$ cat src/rtl/tro_pkg.sv
package tro_pkg;
   localparam int PCN_W     = 8;
   localparam int COL_DEPTH = 1 << PCN_W;
   localparam int HDR_BITS  = 16;

   // Header bit i is the i-th bit sent.
   function automatic logic [HDR_BITS-1:0] tro_make_hdr(
      input logic [PCN_W-1:0] col,
      input logic             edc,
      input logic [2:0]       rp,
      input logic [1:0]       seu);
      logic [HDR_BITS-1:0] h;
      h[0]   = 1'b1;
      h[1]   = ^col;
      h[2]   = edc;
      h[5:3] = rp;
      h[7:6] = seu;
      for (int i = 0; i < PCN_W; i++) h[8+i] = col[PCN_W-1-i];
      return h;
   endfunction
endpackage

$ cat src/rtl/tro_trig_stage.sv
module tro_trig_stage
   import tro_pkg::*;
#(
   parameter int LATENCY = 160
)(
   input  logic             clk,
   input  logic             rst_n,
   input  logic             trig_in,
   output logic [PCN_W-1:0] wr_col,
   output logic             push,
   output logic [PCN_W-1:0] push_col
);
   localparam logic [PCN_W-1:0] LAT_MOD = PCN_W'(LATENCY % COL_DEPTH);

   if (LATENCY < 1 || LATENCY >= COL_DEPTH) begin : g_bad_lat
      $error("LATENCY must lie inside the pipeline depth");
   end

   always_ff @(posedge clk or negedge rst_n) begin
      if (!rst_n) begin
         wr_col   <= '0;
         push     <= 1'b0;
         push_col <= '0;
      end else begin
         wr_col   <= wr_col + 1'b1;
         push     <= trig_in;
         push_col <= wr_col - LAT_MOD;
      end
   end

   // a queued column trails the (already advanced) write column by LATENCY+1
   p_col_latency_r2: assert property (@(posedge clk) disable iff (!rst_n)
      push |-> (push_col == PCN_W'(wr_col - LAT_MOD - 1'b1)));
endmodule

$ cat src/rtl/tro_derand.sv
module tro_derand #(
   parameter int DEPTH = 16,
   parameter int W     = 8
)(
   input  logic         clk,
   input  logic         rst_n,
   input  logic         push,
   input  logic [W-1:0] din,
   input  logic         pop,
   output logic [W-1:0] dout,
   output logic         empty,
   output logic         ovf
);
   localparam int AW = $clog2(DEPTH);
   localparam int CW = AW + 1;

   if (DEPTH < 2 || (1 << AW) != DEPTH) begin : g_bad_depth
      $error("DEPTH must be a power of two of at least 2");
   end

   logic [W-1:0]  mem [DEPTH];
   logic [AW-1:0] wp, rp;
   logic [CW-1:0] cnt;
   logic          full, accept;

   assign full   = (cnt == CW'(DEPTH));
   assign empty  = (cnt == '0);
   assign accept = push && !full;
   assign dout   = mem[rp];

   always_ff @(posedge clk) begin
      if (accept) mem[wp] <= din;
   end

   always_ff @(posedge clk or negedge rst_n) begin
      if (!rst_n) begin
         wp  <= '0;
         rp  <= '0;
         cnt <= '0;
         ovf <= 1'b0;
      end else begin
         if (accept) wp <= wp + 1'b1;
         if (pop)    rp <= rp + 1'b1;
         cnt <= cnt + CW'(accept) - CW'(pop);
         ovf <= push && full;
      end
   end

   // the reader never takes an entry that is not there
   p_pop_nonempty_r3: assert property (@(posedge clk) disable iff (!rst_n)
      pop |-> !empty);
   // occupancy stays within the queue depth
   p_no_overflow_r4: assert property (@(posedge clk) disable iff (!rst_n)
      cnt <= CW'(DEPTH));
   // a drop flag only ever follows a full queue
   p_ovf_full_r5: assert property (@(posedge clk) disable iff (!rst_n)
      ovf |-> $past(cnt) == CW'(DEPTH));
endmodule

$ cat src/rtl/tro_serializer.sv
module tro_serializer
   import tro_pkg::*;
#(
   parameter int N_PORTS = 4,
   parameter int N_CHAN  = 128,
   parameter int SAMP_W  = 8
)(
   input  logic                        clk,
   input  logic                        rst_n,
   input  logic                        q_empty,
   input  logic [PCN_W-1:0]            q_col,
   output logic                        q_pop,
   input  logic                        edc_flag,
   input  logic [2:0]                  reg_par,
   input  logic [1:0]                  seu_lsb,
   input  logic [N_PORTS*SAMP_W-1:0]   rd_data,
   output logic [PCN_W-1:0]            rd_col,
   output logic [$clog2(N_CHAN/N_PORTS)-1:0] rd_idx,
   output logic [N_PORTS*SAMP_W-1:0]   dout,
   output logic                        dv
);
   localparam int HDR_CLK = HDR_BITS / N_PORTS;
   localparam int DAT_CLK = N_CHAN / N_PORTS;
   localparam int EV_LEN  = HDR_CLK + DAT_CLK;
   localparam int CW      = $clog2(EV_LEN);
   localparam int IW      = $clog2(DAT_CLK);
   localparam int HW      = (HDR_CLK > 1) ? $clog2(HDR_CLK) : 1;

   if (HDR_BITS % N_PORTS != 0 || N_CHAN % N_PORTS != 0 || DAT_CLK < 2 || SAMP_W < 2)
   begin : g_bad_geom
      $error("port count must divide header and channel counts");
   end

   logic                busy, last, start, in_hdr;
   logic [CW-1:0]       pos, didx;
   logic [HDR_BITS-1:0] hdr;

   assign last   = busy && (pos == CW'(EV_LEN - 1));
   assign start  = !q_empty && (!busy || last);
   assign q_pop  = start;
   assign in_hdr = pos < CW'(HDR_CLK);
   assign didx   = pos - CW'(HDR_CLK);
   assign rd_idx = didx[IW-1:0];
   assign dv     = busy;

   always_ff @(posedge clk or negedge rst_n) begin
      if (!rst_n) begin
         busy   <= 1'b0;
         pos    <= '0;
         rd_col <= '0;
         hdr    <= '0;
      end else if (start) begin
         busy   <= 1'b1;
         pos    <= '0;
         rd_col <= q_col;
         hdr    <= tro_make_hdr(q_col, edc_flag, reg_par, seu_lsb);
      end else if (last) begin
         busy <= 1'b0;
         pos  <= '0;
      end else if (busy) begin
         pos <= pos + 1'b1;
      end
   end

   for (genvar p = 0; p < N_PORTS; p++) begin : g_port
      logic hb;
      if (HDR_CLK == 1) begin : g_one
         assign hb = hdr[p];
      end else begin : g_many
         logic [HDR_CLK-1:0] seg;
         assign seg = hdr[p*HDR_CLK +: HDR_CLK];
         assign hb  = seg[pos[HW-1:0]];
      end
      assign dout[p*SAMP_W +: SAMP_W] = !busy  ? '0 :
                                        in_hdr ? {{(SAMP_W-1){1'b0}}, hb} :
                                                 rd_data[p*SAMP_W +: SAMP_W];
   end

   // the strobe only ends on the final clock of an event
   p_event_len_r7: assert property (@(posedge clk) disable iff (!rst_n)
      $fell(dv) |-> $past(pos) == CW'(EV_LEN - 1));
   // idle output is quiet
   p_idle_zero_r10: assert property (@(posedge clk) disable iff (!rst_n)
      !dv |-> dout == '0);
endmodule

$ cat src/rtl/trig_readout_ctrl.sv
module trig_readout_ctrl
   import tro_pkg::*;
#(
   parameter int LATENCY = 160,
   parameter int Q_DEPTH = 16,
   parameter int N_PORTS = 4,
   parameter int N_CHAN  = 128,
   parameter int SAMP_W  = 8
)(
   input  logic                              clk,
   input  logic                              rst_n,
   input  logic                              trig,
   input  logic                              edc_flag,
   input  logic [2:0]                        reg_par,
   input  logic [1:0]                        seu_lsb,
   input  logic [N_PORTS*SAMP_W-1:0]         rd_data,
   output logic [PCN_W-1:0]                  wr_col,
   output logic [PCN_W-1:0]                  rd_col,
   output logic [$clog2(N_CHAN/N_PORTS)-1:0] rd_idx,
   output logic [N_PORTS*SAMP_W-1:0]         dout,
   output logic                              dv,
   output logic                              ovf
);
   logic             push, q_pop, q_empty;
   logic [PCN_W-1:0] push_col, q_col;

   tro_trig_stage #(.LATENCY(LATENCY)) u_trig (
      .clk(clk), .rst_n(rst_n), .trig_in(trig),
      .wr_col(wr_col), .push(push), .push_col(push_col));

   tro_derand #(.DEPTH(Q_DEPTH), .W(PCN_W)) u_q (
      .clk(clk), .rst_n(rst_n), .push(push), .din(push_col),
      .pop(q_pop), .dout(q_col), .empty(q_empty), .ovf(ovf));

   tro_serializer #(.N_PORTS(N_PORTS), .N_CHAN(N_CHAN), .SAMP_W(SAMP_W)) u_ser (
      .clk(clk), .rst_n(rst_n), .q_empty(q_empty), .q_col(q_col), .q_pop(q_pop),
      .edc_flag(edc_flag), .reg_par(reg_par), .seu_lsb(seu_lsb),
      .rd_data(rd_data), .rd_col(rd_col), .rd_idx(rd_idx), .dout(dout), .dv(dv));
endmodule

$ cat config.mk
export PLATFORM = sky130hd
export DESIGN_NAME = trig_readout_ctrl
export DESIGN_NICKNAME = d
export VERILOG_FILES = /design/src/rtl/tro_pkg.sv /design/src/rtl/tro_trig_stage.sv /design/src/rtl/tro_derand.sv /design/src/rtl/tro_serializer.sv /design/src/rtl/trig_readout_ctrl.sv
export SDC_FILE = /design/constraint.sdc
export NUM_CORES = 1
export LEC_CHECK = 0
export BUFFER_PORTS_ARGS = -buffer_cell sky130_fd_sc_hd__buf_2
export CAP_MARGIN = 0
export CORE_MARGIN = 4
export CORE_UTILIZATION = 55
export CTS_BUF_LIST = sky130_fd_sc_hd__clkbuf_16
export DETAILED_ROUTE_END_ITERATION = 6
export PLACE_DENSITY = 0.81
export SLEW_MARGIN = 20
export SYNTH_ARGS = -nofsm -noshare
export SYNTH_HDL_FRONTEND = slang
export SYNTH_HIERARCHICAL = 1
export SYNTH_SLANG_ARGS = --single-unit
$ cat constraint.sdc
create_clock -name clk -period 4.6 [get_ports clk]
set_input_delay 0.92 -clock clk [delete_from_list [all_inputs] [get_ports clk]]
set_output_delay 0.92 -clock clk [all_outputs]
set_load 0.02 [all_outputs]
==> results of run 1 <==
## cells in the mapped netlist, types with 3 or more instances
master and number:
a21oi_1 5, nand4_1 5, a22oi_1 16, buf_6 5, mux2i_1 6, xor2_1 5, mux2_4 6, inv_1 22
xnor2_1 21, clkdlybuf4s25_2 3, nand2_1 19, and2_1 39, buf_4 11, edfxtp_1 128, dfrtp_1 54, ha_1 18
o21ai_0 5, mux4_2 24, nand3_1 4, mux2_2 9, nor2b_1 8, nor2_1 7, mux4_1 12, nor4_1 4
clkbuf_1 5, buf_2 4
## cell families (layout without fill, tap and decap cells)
family,Yosys count,count (layout),synth area share (%)
compound gates,30,30,2.659
xor+xnor,26,26,2.880
fa+ha+maj,19,19,3.102
buf+inv,54,153,4.289
flops,182,182,65.71
mux,57,57,14.01
simple gates,97,97,7.359
## registers in the layout, indices dropped and copies added (netlist names)
signal,flops
u_trig/wr_col,8
u_ser/pos,6
u_q/rp,4
u_ser/hdr,9
u_trig/push_col,8
u_q/mem,128
u_q/wp,4
u_trig/push,1
u_q/cnt,5
u_ser/dv,1
u_ser/rd_col,7
u_q/ovf,1
## worst max-delay path by stage
stage | cells past startpoint | endpoint | start
floorplan | 14 | u_q/cnt[4] | u_q/cnt[3]
global placement | 12 | u_q/cnt[4] | u_ser/pos[0]
detailed placement | 12 | u_q/cnt[4] | u_ser/pos[0]
CTS | 6 | dout[28] | u_ser/pos[2]
global route | 12 | u_q/cnt[4] | u_ser/pos[0]
finish | 12 | u_q/cnt[4] | u_ser/pos[0]
## layout by cell type (no fill, tap or decap), types with 2 or more instances in the layout
cell and count:
dfrtp_1 53, nand4_1 5, a21oi_1 5, clkinvlp_4 5, nor2b_1 7, and2_1 39, nand2_1 19, mux4_2 24
buf_2 95, clkbuf_16 17, inv_1 23, ha_1 18, nand3_1 4, nor3b_1 2, xnor2_1 21, o21ai_0 5
mux4_1 12, buf_4 3, nor2_1 7, xor2_1 5, clkinv_4 2, mux2_2 9, mux2i_1 6, nor4_2 3
mux2_4 6, edfxtp_1 128, clkinv_2 5, a22oi_1 16
## cell type report
type / instances / area (µm²)
fill: 949 / 5031
timing repair buffer: 98 / 498.0
clock inverter: 15 / 117.6
tap: 180 / 225.2
sequential: 182 / 5196
clock buffer: 17 / 425.4
inverter: 23 / 86.33
multi-input combinational: 229 / 2409
## power breakdown
| group | switching (W) | internal, W | leakage, nW |
|---|---|---|---|
| logic | 0.000896 | 0.000802 | 1.39 |
| clock network | 0.000579 | 0.000736 | 0.259 |
| registers | 0.000243 | 0.00199 | 1.93 |
## routing by layer
metal | global-route usage [%] | share of wire [%] | up-vias
li1 | - | - | 1903
met1 | 24.99 | 41 | 2158
met2 | 32.62 | 51 | 208
met3 | 3.958 | 7.4 | 23
met4 | 6.242 | 1.5 | 0
met5 | 0 | 0 | -
## metrics by stage
step	hold slack [ps]	area (µm²)
floorplan	434.6	7906
global placement	399.5	8403
detailed placement	416.2	8403
CTS	431.7	8946
global route	444.7	8957
finish	425.6	8957
==> impl_metrics.csv, run 1 <==
group,metric,value,unit
clock_tree,cts_buffer_depth,2,
critical_path,reg2reg_to,"u_q/cnt[4]",
synthesis,yosysUniqueCellTypes,44,
critical_path,r2r_cells,12,
place,io_buffers,95,
worst_hold_path,hp-class,"reg2reg",
floorplanning,core_area,0.01399,mm²
critical_path,timing.rr.start,"u_ser/pos[0]",
finish,nNetsFinal,611,
sta,fin_crit,3302,ps
clock_tree,clock_sinks,182,
synthesis,async_flop_share,29.67,%
pwr,p_leak,3.578,nW
sta,tns,0,ps
sta,max_freq,302.9,MHz
pwr,ir_worst_vdd,366.9,µV
finish,drive_above_1_share,31.91,%
synthesis,synth_edf_count,128,
finish,finalNonFillerCells,744,
clock_tree,post_cts_buffers,0,
sta,relSlewSlack,26.37,%
global_route,antenna_found_initial,0,
finish,n_antenna_cell,0,
clock_tree,cts_tree,"yes",
critical_path,reg2reg_slack,1300,ps
drt,vias,4292,
critical_path,cp-start-kind,"flip-flop",
drt,wl_per_cell,20.04,µm
place,dpl.hpwl,10090,µm
critical_path,critical_path.slowest_cell,"a21oi_4",
global_route,grt_max_degree,55,
clock_tree,cts_hold_buf,0,
critical_path,crit_type,"reg2reg",
sta,timing.final.crit_share,71.77,%
pwr,powerDensity,586.0,mW/mm²
sta,setup_viol,0,
floorplanning,placementRows,43,
floorplanning,ioPinCount,96,
drt,ant_nets,0,
synthesis,ys.flop_type,"edfxtp_1",
drt,wl,14910,µm
job,maxCapViolCount,0,
place,dp_slack,1377,ps
sta,worst_pin_slew,1095,ps
worst_hold_path,hold_start,"u_trig/wr_col[1]",
sta,rsz0062_at_grt,"false",
critical_path,crit_required,4930,ps
clock_tree,path_clk_slew,60,ps
floorplanning,fp.dieH,127.9,µm
synthesis,synth.area.top_cells,"edfxtp_1 (49%), dfrtp_1 (17%), mux4_2 (6.8%)",
global_route,grt_pass1_wl,23490,µm
finish,utilization,64.03,%
pwr,power,0.005249,W
synthesis,ys_seq_elements,182,
critical_path,cp_cell_sequence,"ha_1, nand4b_4, a21oi_4, ha_1, inv_1, ha_1, inv_1, fa_1, inv_1, a21oi_1, o21bai_1, xnor2_1",
worst_hold_path,worstHoldPathCells,0,
synthesis,syn_area,0.007906,mm²
sta,maxSlewViolCount,0,
outcome,outcome,"finished clean",
synthesis,yosysWarnings,6,
drt,first_iter_violations,319,
clock_tree,post_cts_resized,0,
drt,drc,0,
sta,fin_worst_skew,7.700,ps
floorplanning,dieArea,0.01636,mm²
sta,fin_ws,1298,ps
synthesis,synth_nets,525,
critical_path,slowest_delay,600,ps
synthesis,syn_avg_cell_area,17.00,µm²
global_route,grt-ovfl-total,0,
synthesis,synth_cells,465,
synthesis,synth_top_area_cell,"edfxtp_1",
global_route,grtUsageTotal,19.20,%
critical_path,end_kind,"flip-flop",
worst_hold_path,hold_path_end,"u_trig/push_col[1]",
critical_path,path_buf_inv,3,
clock_tree,cts-htree-levels,4,
clock_tree,worstSkewPairLatency,420,ps
place,dp_cells,712,
clock_tree,clock-root-buffer,"clkbuf_16",
clock_tree,cts_buffers,17,
synthesis,ys_seq_area_share,65.71,%
drt,firstDrtPassIters,5,
floorplanning,die_width,127.9,µm
synthesis,synth_top_area_share,48.62,%
critical_path,crit_fanout,22,
drt,vias_per_cell,5.769,
global_route,grt_pass1_vias,4292,
floorplanning,start_util,56.52,%
critical_path,cpLargestDelayFamily,"adder cells",
sta,hold_viol,0,
place,gp_congestion,0.8067,
finish,synthToLayoutAreaGrowth,13.29,%
critical_path,cp_data_arrival_time,3630,ps
(Power assumes the default switching activity.)
==> inputs of run 2 (changes only) <==
--- a/config.mk
+++ b/config.mk
@@ -8,10 +8,10 @@
 export BUFFER_PORTS_ARGS = -buffer_cell sky130_fd_sc_hd__buf_2
 export CAP_MARGIN = 0
 export CORE_MARGIN = 4
-export CORE_UTILIZATION = 55
+export CORE_UTILIZATION = 52
 export CTS_BUF_LIST = sky130_fd_sc_hd__clkbuf_16
 export DETAILED_ROUTE_END_ITERATION = 6
-export PLACE_DENSITY = 0.81
+export PLACE_DENSITY = 0.8
 export SLEW_MARGIN = 20
 export SYNTH_ARGS = -nofsm -noshare
 export SYNTH_HDL_FRONTEND = slang
==> constraint.sdc (replaced) <==
create_clock -name clk -period 2.95 [get_ports clk]
set_input_delay 0.59 -clock clk [delete_from_list [all_inputs] [get_ports clk]]
set_output_delay 0.59 -clock clk [all_outputs]
set_load 0.02 [all_outputs]
==> impl_metrics.csv, run 2 (synthesized netlist as in run 1, its figures left out) <==
group,metric,value,unit
clock_tree,cts_buffer_depth,2,
sta,fin_worst_skew,8.588,ps
place,io_buffers,95,
finish,final_common_cell,"edfxtp_1",
clock_tree,worstSkewPairLatency,430,ps
critical_path,end_kind,"flip-flop",
floorplanning,start_util,53.79,%
critical_path,critical_path.slowest_cell,"dfrtp_1",
finish,most-common-layout-cells,"edfxtp_1 (128), buf_2 (94), dfrtp_1 (53)",
drt,wl_per_cell,19.59,µm
critical_path,crit_required,3300,ps
sta,worst_pin_slew,615.9,ps
global_route,grt-ovfl-total,0,
finish,n_antenna_cell,0,
floorplanning,fp.dieH,131.3,µm
critical_path,cp_data_arrival_time,3070,ps
clock_tree,cts_buffers,17,
sta,fin_crit,2723,ps
floorplanning,ioPinCount,96,
global_route,grt_pass1_vias,4425,
drt,vias_per_cell,5.591,
critical_path,slowest_delay,400,ps
finish,fin_area,0.009106,mm²
pwr,ir_worst_vdd,499.9,µV
floorplanning,placementRows,44,
drt,drc,0,
worst_hold_path,hp-class,"in2async",
sta,max_freq,367.2,MHz
sta,setup_viol,0,
floorplanning,core_area,0.01470,mm²
place,gp_congestion,0.8570,
finish,fillers,1031,
critical_path,cpMostUsedCell,"inv_1",
critical_path,cp-start-kind,"flip-flop",
floorplanning,dieArea,0.01724,mm²
drt,wl_met2,7634,µm
sta,hold_viol,0,
clock_tree,clock_sinks,182,
place,dpl.hpwl,10290,µm
drt,first_iter_violations,251,
global_route,grt_max_degree,46,
critical_path,cpLargestDelayFamily,"adder cells",
sta,relSlewSlack,58.86,%
drt,firstDrtPassIters,5,
clock_tree,post_cts_buffers,0,
drt,ant_nets,0,
drt,drt-met1-wl,5888,µm
critical_path,crit_type,"reg2reg",
clock_tree,clock-root-buffer,"clkbuf_16",
outcome,outcome,"finished clean",
drt,met3_length,1092,µm
floorplanning,die_width,131.3,µm
drt,routed.top_layer,"met4",
drt,vias,4255,
critical_path,crit_fanout,7,
clock_tree,cts_tree,"yes",
finish,nNetsFinal,624,
drt,wl,14910,µm
finish,synthToLayoutAreaGrowth,15.18,%
finish,multi_input_area,0.002381,mm²
job,maxCapViolCount,0,
critical_path,path_buf_inv,5,
finish,largest_reg_flops,128,
clock_tree,path_clk_slew,60,ps
critical_path,cp_cell_sequence,"inv_1, ha_1, nand4bb_1, and2_2, inv_2, ha_1, inv_1, ha_1, inv_1, fa_1, inv_1, a21oi_1, o21bai_1, xnor2_1",
place,place_area,0.008506,mm²
sta,tns,0,ps
sta,rsz0062_at_grt,"false",
global_route,grt_pass1_wl,24190,µm
global_route,grtUsageTotal,18.22,%
finish,top_register,"u_q/mem",
finish,drive_above_1_share,32.06,%
clock_tree,cts-htree-levels,4,
pwr,powerDensity,922.2,mW/mm²
sta,maxSlewViolCount,0,
pwr,p_leak,3.707,nW
sta,timing.final.crit_share,92.30,%
finish,biggestRegsByFlops,"u_q/mem: 128 flops, u_ser/hdr: 9 flops",
finish,regArea,0.005196,mm²
global_route,antenna_found_initial,0,
[run 2: cell count changes in the layout (fill, tap and decap cells not counted), sizes merged]
cell | before | now
clkinv | 8 | 4
inv | 24 | 29
bufinv | 1 | 2
buf | 98 | 111
clkinvlp | 5 | 1
clkbuf | 17 | 19
[run 2: path summary, 6_finish.rpt]
check	start	to	slack, ps	depth (start not counted)
setup / recovery	u_q/cnt[2]	u_q/cnt[4]	230	14
hold / removal	rst_n	u_trig/wr_col[7]	150	1
setup reg to reg	u_q/cnt[2]	u_q/cnt[4]	230	14
hold reg to reg	u_trig/wr_col[1]	u_trig/push_col[1]	430	0
max in group asynchronous	rst_n	u_trig/push_col[2]	2250	2
min in group clk	trig	u_trig/push	270	1
[run 2: layout make-up]
class / count / share of cell area, %
Sequential cell: 182 / 57.06
Clock inverter: 13 / 1.250
Timing Repair Buffer: 111 / 6.843
Tap cell: 184 / 2.528
Inverter: 23 / 0.9481
Clock buffer: 19 / 5.221
Multi-Input combinational cell: 229 / 26.15
[run 2: routing by layer]
layer,GRT usage [%],up-vias
met4,6.593,0
met1,22.60,2121
met5,0,-
li1,-,1928
met3,5.313,29
met2,30.79,177
[run 2: worst reg2reg max path: stages (launching register included)]
cell and delay, ps:
dfrtp_1 400, inv_1 100, ha_1 180, nand4bb_1 170, and2_2 300, inv_2 130, ha_1 250, inv_1 70
ha_1 170, inv_1 60, fa_1 400, inv_1 80, a21oi_1 60, o21bai_1 160, xnor2_1 140
[run 2: where the power goes]
part	leakage [nW]	switching, W	total, W	internal [W]
clock	0.305	0.000882	0.00221	0.00133
combinational	1.48	0.00148	0.00281	0.00132
sequential	1.93	0.000276	0.00338	0.00311
[run 2: metrics by stage]
stage	instances	hold slack, ps	total power [W]	utilization (%)	setup slack [ps]
global route	761	198.8	0.008844	61.95	7.288
detailed placement	729	418.2	0.006249	57.87	105.8
floorplan	465	294.4	0.005638	-	160.4
CTS	761	248.6	0.008472	61.93	219.6
finish	761	150.0	0.008398	61.95	227.0
global placement	729	405.2	0.006140	57.87	278.0
[run 2: repair_timing]
action | in CTS | in global routing
cloned | 0 | 0
endpoints found under the setup margin | 28 | 1
gates resized for setup | 2 | 1
hold buffers | 0 | 0
==> inputs of run 3 (changes only) <==
--- a/config.mk
+++ b/config.mk
@@ -7,11 +7,13 @@
 export LEC_CHECK = 0
 export BUFFER_PORTS_ARGS = -buffer_cell sky130_fd_sc_hd__buf_2
 export CAP_MARGIN = 0
+export CELL_PAD_IN_SITES_DETAIL_PLACEMENT = 1
+export CELL_PAD_IN_SITES_GLOBAL_PLACEMENT = 2
 export CORE_MARGIN = 4
-export CORE_UTILIZATION = 52
+export CORE_UTILIZATION = 39
 export CTS_BUF_LIST = sky130_fd_sc_hd__clkbuf_16
 export DETAILED_ROUTE_END_ITERATION = 6
-export PLACE_DENSITY = 0.8
+export PLACE_DENSITY = 0.81
 export SLEW_MARGIN = 20
 export SYNTH_ARGS = -nofsm -noshare
 export SYNTH_HDL_FRONTEND = slang
==> impl_metrics.csv, run 3 (synthesized netlist as in run 1, its figures left out) <==
group,metric,value,unit
place,gp_congestion,0.7722,
finish,fillers,1945,
sta,maxSlewViolCount,0,
critical_path,r2r_cells,12,
critical_path,cp-start-kind,"flip-flop",
worst_hold_path,hp-class,"in2async",
sta,setup_viol,0,
sta,relSlewSlack,57.23,%
drt,drc,0,
pwr,power_frac_comb,33.3,%
finish,top_register,"u_q/mem",
floorplanning,fp.dieH,150.4,µm
clock_tree,clock-root-buffer,"clkbuf_16",
global_route,antenna_found_initial,0,
floorplanning,start_util,40.10,%
drt,firstDrtPassIters,4,
place,io_buffers,95,
clock_tree,path_clk_slew,70,ps
finish,n_antenna_cell,0,
sta,fin_ws,252.1,ps
pwr,powerDensity,936.6,mW/mm²
place,dp_slack,29.47,ps
critical_path,end_kind,"flip-flop",
sta,hold_viol,0,
critical_path,cp_data_arrival_time,3050,ps
pwr,clockPowerShare,27.5,%
sta,fin_crit,2698,ps
sta,timing.final.crit_share,91.46,%
clock_tree,cts_buffer_depth,2,
critical_path,crit_type,"reg2reg",
critical_path,path_buf_inv,3,
critical_path,cp_cell_sequence,"ha_1, nand4b_4, a21oi_4, ha_1, inv_1, ha_1, inv_1, fa_1, inv_1, a21oi_1, o21bai_1, xnor2_1",
clock_tree,worstSkewPairLatency,430,ps
floorplanning,placementRows,51,
clock_tree,cts-htree-levels,4,
clock_tree,cts_buffers,17,
floorplanning,die_width,150.4,µm
sta,worst_pin_slew,641.5,ps
global_route,grtUsageTotal,15.83,%
finish,drive_above_1_share,32.93,%
critical_path,critical_path.slowest_cell,"dfrtp_1",
finish,largest_reg_flops,128,
sta,max_freq,370.7,MHz
pwr,switching_share,32.46,%
clock_tree,cts_tree,"yes",
drt,first_iter_violations,283,
critical_path,cpLargestDelayFamily,"adder cells",
sta,fin_worst_skew,9.903,ps
global_route,grt-ovfl-total,0,
critical_path,crit_required,3300,ps
finish,final_common_cell,"edfxtp_1",
finish,most-common-layout-cells,"edfxtp_1 (128), buf_2 (95), dfrtp_1 (53)",
pwr,internal_power,0.005848,W
finish,biggestRegsByFlops,"u_q/mem: 128 flops, u_ser/hdr: 9 flops",
place,dpl.hpwl,11930,µm
finish,utilization,46.89,%
floorplanning,dieArea,0.02261,mm²
global_route,grt_pass1_vias,4663,
global_route,grt_pass1_wl,26540,µm
critical_path,slowest_delay,520,ps
floorplanning,core_area,0.01972,mm²
global_route,grt_max_degree,36,
drt,wl,17230,µm
sta,tns,0,ps
drt,wl_per_cell,20.46,µm
clock_tree,post_cts_buffers,0,
pwr,p_leak,3.696,nW
pwr,ir_worst_vdd,414.9,µV
job,maxCapViolCount,0,
pwr,p_seq_share,39.1,%
drt,ant_nets,0,
pwr,net-switching-power,0.002811,W
clock_tree,clock_sinks,182,
drt,vias,4273,
drt,vias_per_cell,5.075,
finish,synthToLayoutAreaGrowth,16.93,%
finish,nNetsFinal,624,
critical_path,cp.depth,12,
floorplanning,ioPinCount,96,
outcome,outcome,"finished clean",
critical_path,crit_fanout,8,
sta,rsz0062_at_grt,"false",
==> run 3: layout make-up <==
cell class / count / area (µm²) / share of cell area [%]
Sequential cell: 182 / 5196 / 56.21
Clock buffer: 17 / 425.4 / 4.601
Clock inverter: 15 / 202.7 / 2.192
Multi-Input combinational cell: 229 / 2382 / 25.77
Timing Repair Buffer: 111 / 620.6 / 6.713
Inverter: 23 / 86.33 / 0.9338
Tap cell: 265 / 331.6 / 3.586
==> run 3: final timing paths <==
path | slack [ps] | start | to
max | 250 | u_ser/pos[1] | u_q/cnt[4]
min | 150 | rst_n | u_trig/wr_col[6]
min in group clk | 260 | trig | u_trig/push
max in group asynchronous | 2140 | rst_n | u_ser/rd_col[0]
max reg2reg | 250 | u_ser/pos[1] | u_q/cnt[4]
min reg2reg | 430 | u_trig/wr_col[1] | u_trig/push_col[1]
==> run 3: per-layer routing <==
layer	wire length [µm]	vias to the layer above	GRT usage [%]
li1	-	1923	-
met2	8974	134	28.06
met3	1194	14	3.612
met5	0	-	0
met1	6885	2202	19.27
met4	177	0	4.803
==> run 3: metrics by stage <==
stage / instance area [µm²] / hold WS (ps) / cells / total power (W)
floorplan: 7906 / 294.4 / 465 / 0.005638
global placement: 8607 / 413.3 / 810 / 0.006205
detailed placement: 8607 / 425.6 / 810 / 0.006351
CTS: 9243 / 160.3 / 842 / 0.008780
global route: 9245 / 185.7 / 842 / 0.009150
finish: 9245 / 153.3 / 842 / 0.008659
==> run 3: what timing repair did <==
action / 4_1_cts / 5_1_grt
cloned: 0 / 0
hold endpoints to repair: 0 / 0
endpoints found under the setup margin: 28 / 1
gates resized for setup: 2 / 2
hold buffers: 0 / 0
==> run 3: power groups by stage <==
| stage | Clock, W | Combinational (W) | Sequential [W] |
|---|---|---|---|
| floorplan | 0 | 0.00232 | 0.00332 |
| global placement | 0 | 0.00280 | 0.00340 |
| detailed placement | 0 | 0.00291 | 0.00345 |
| CTS | 0.00244 | 0.00294 | 0.00339 |
| global route | 0.00257 | 0.00314 | 0.00344 |
| finish | 0.00238 | 0.00289 | 0.00339 |
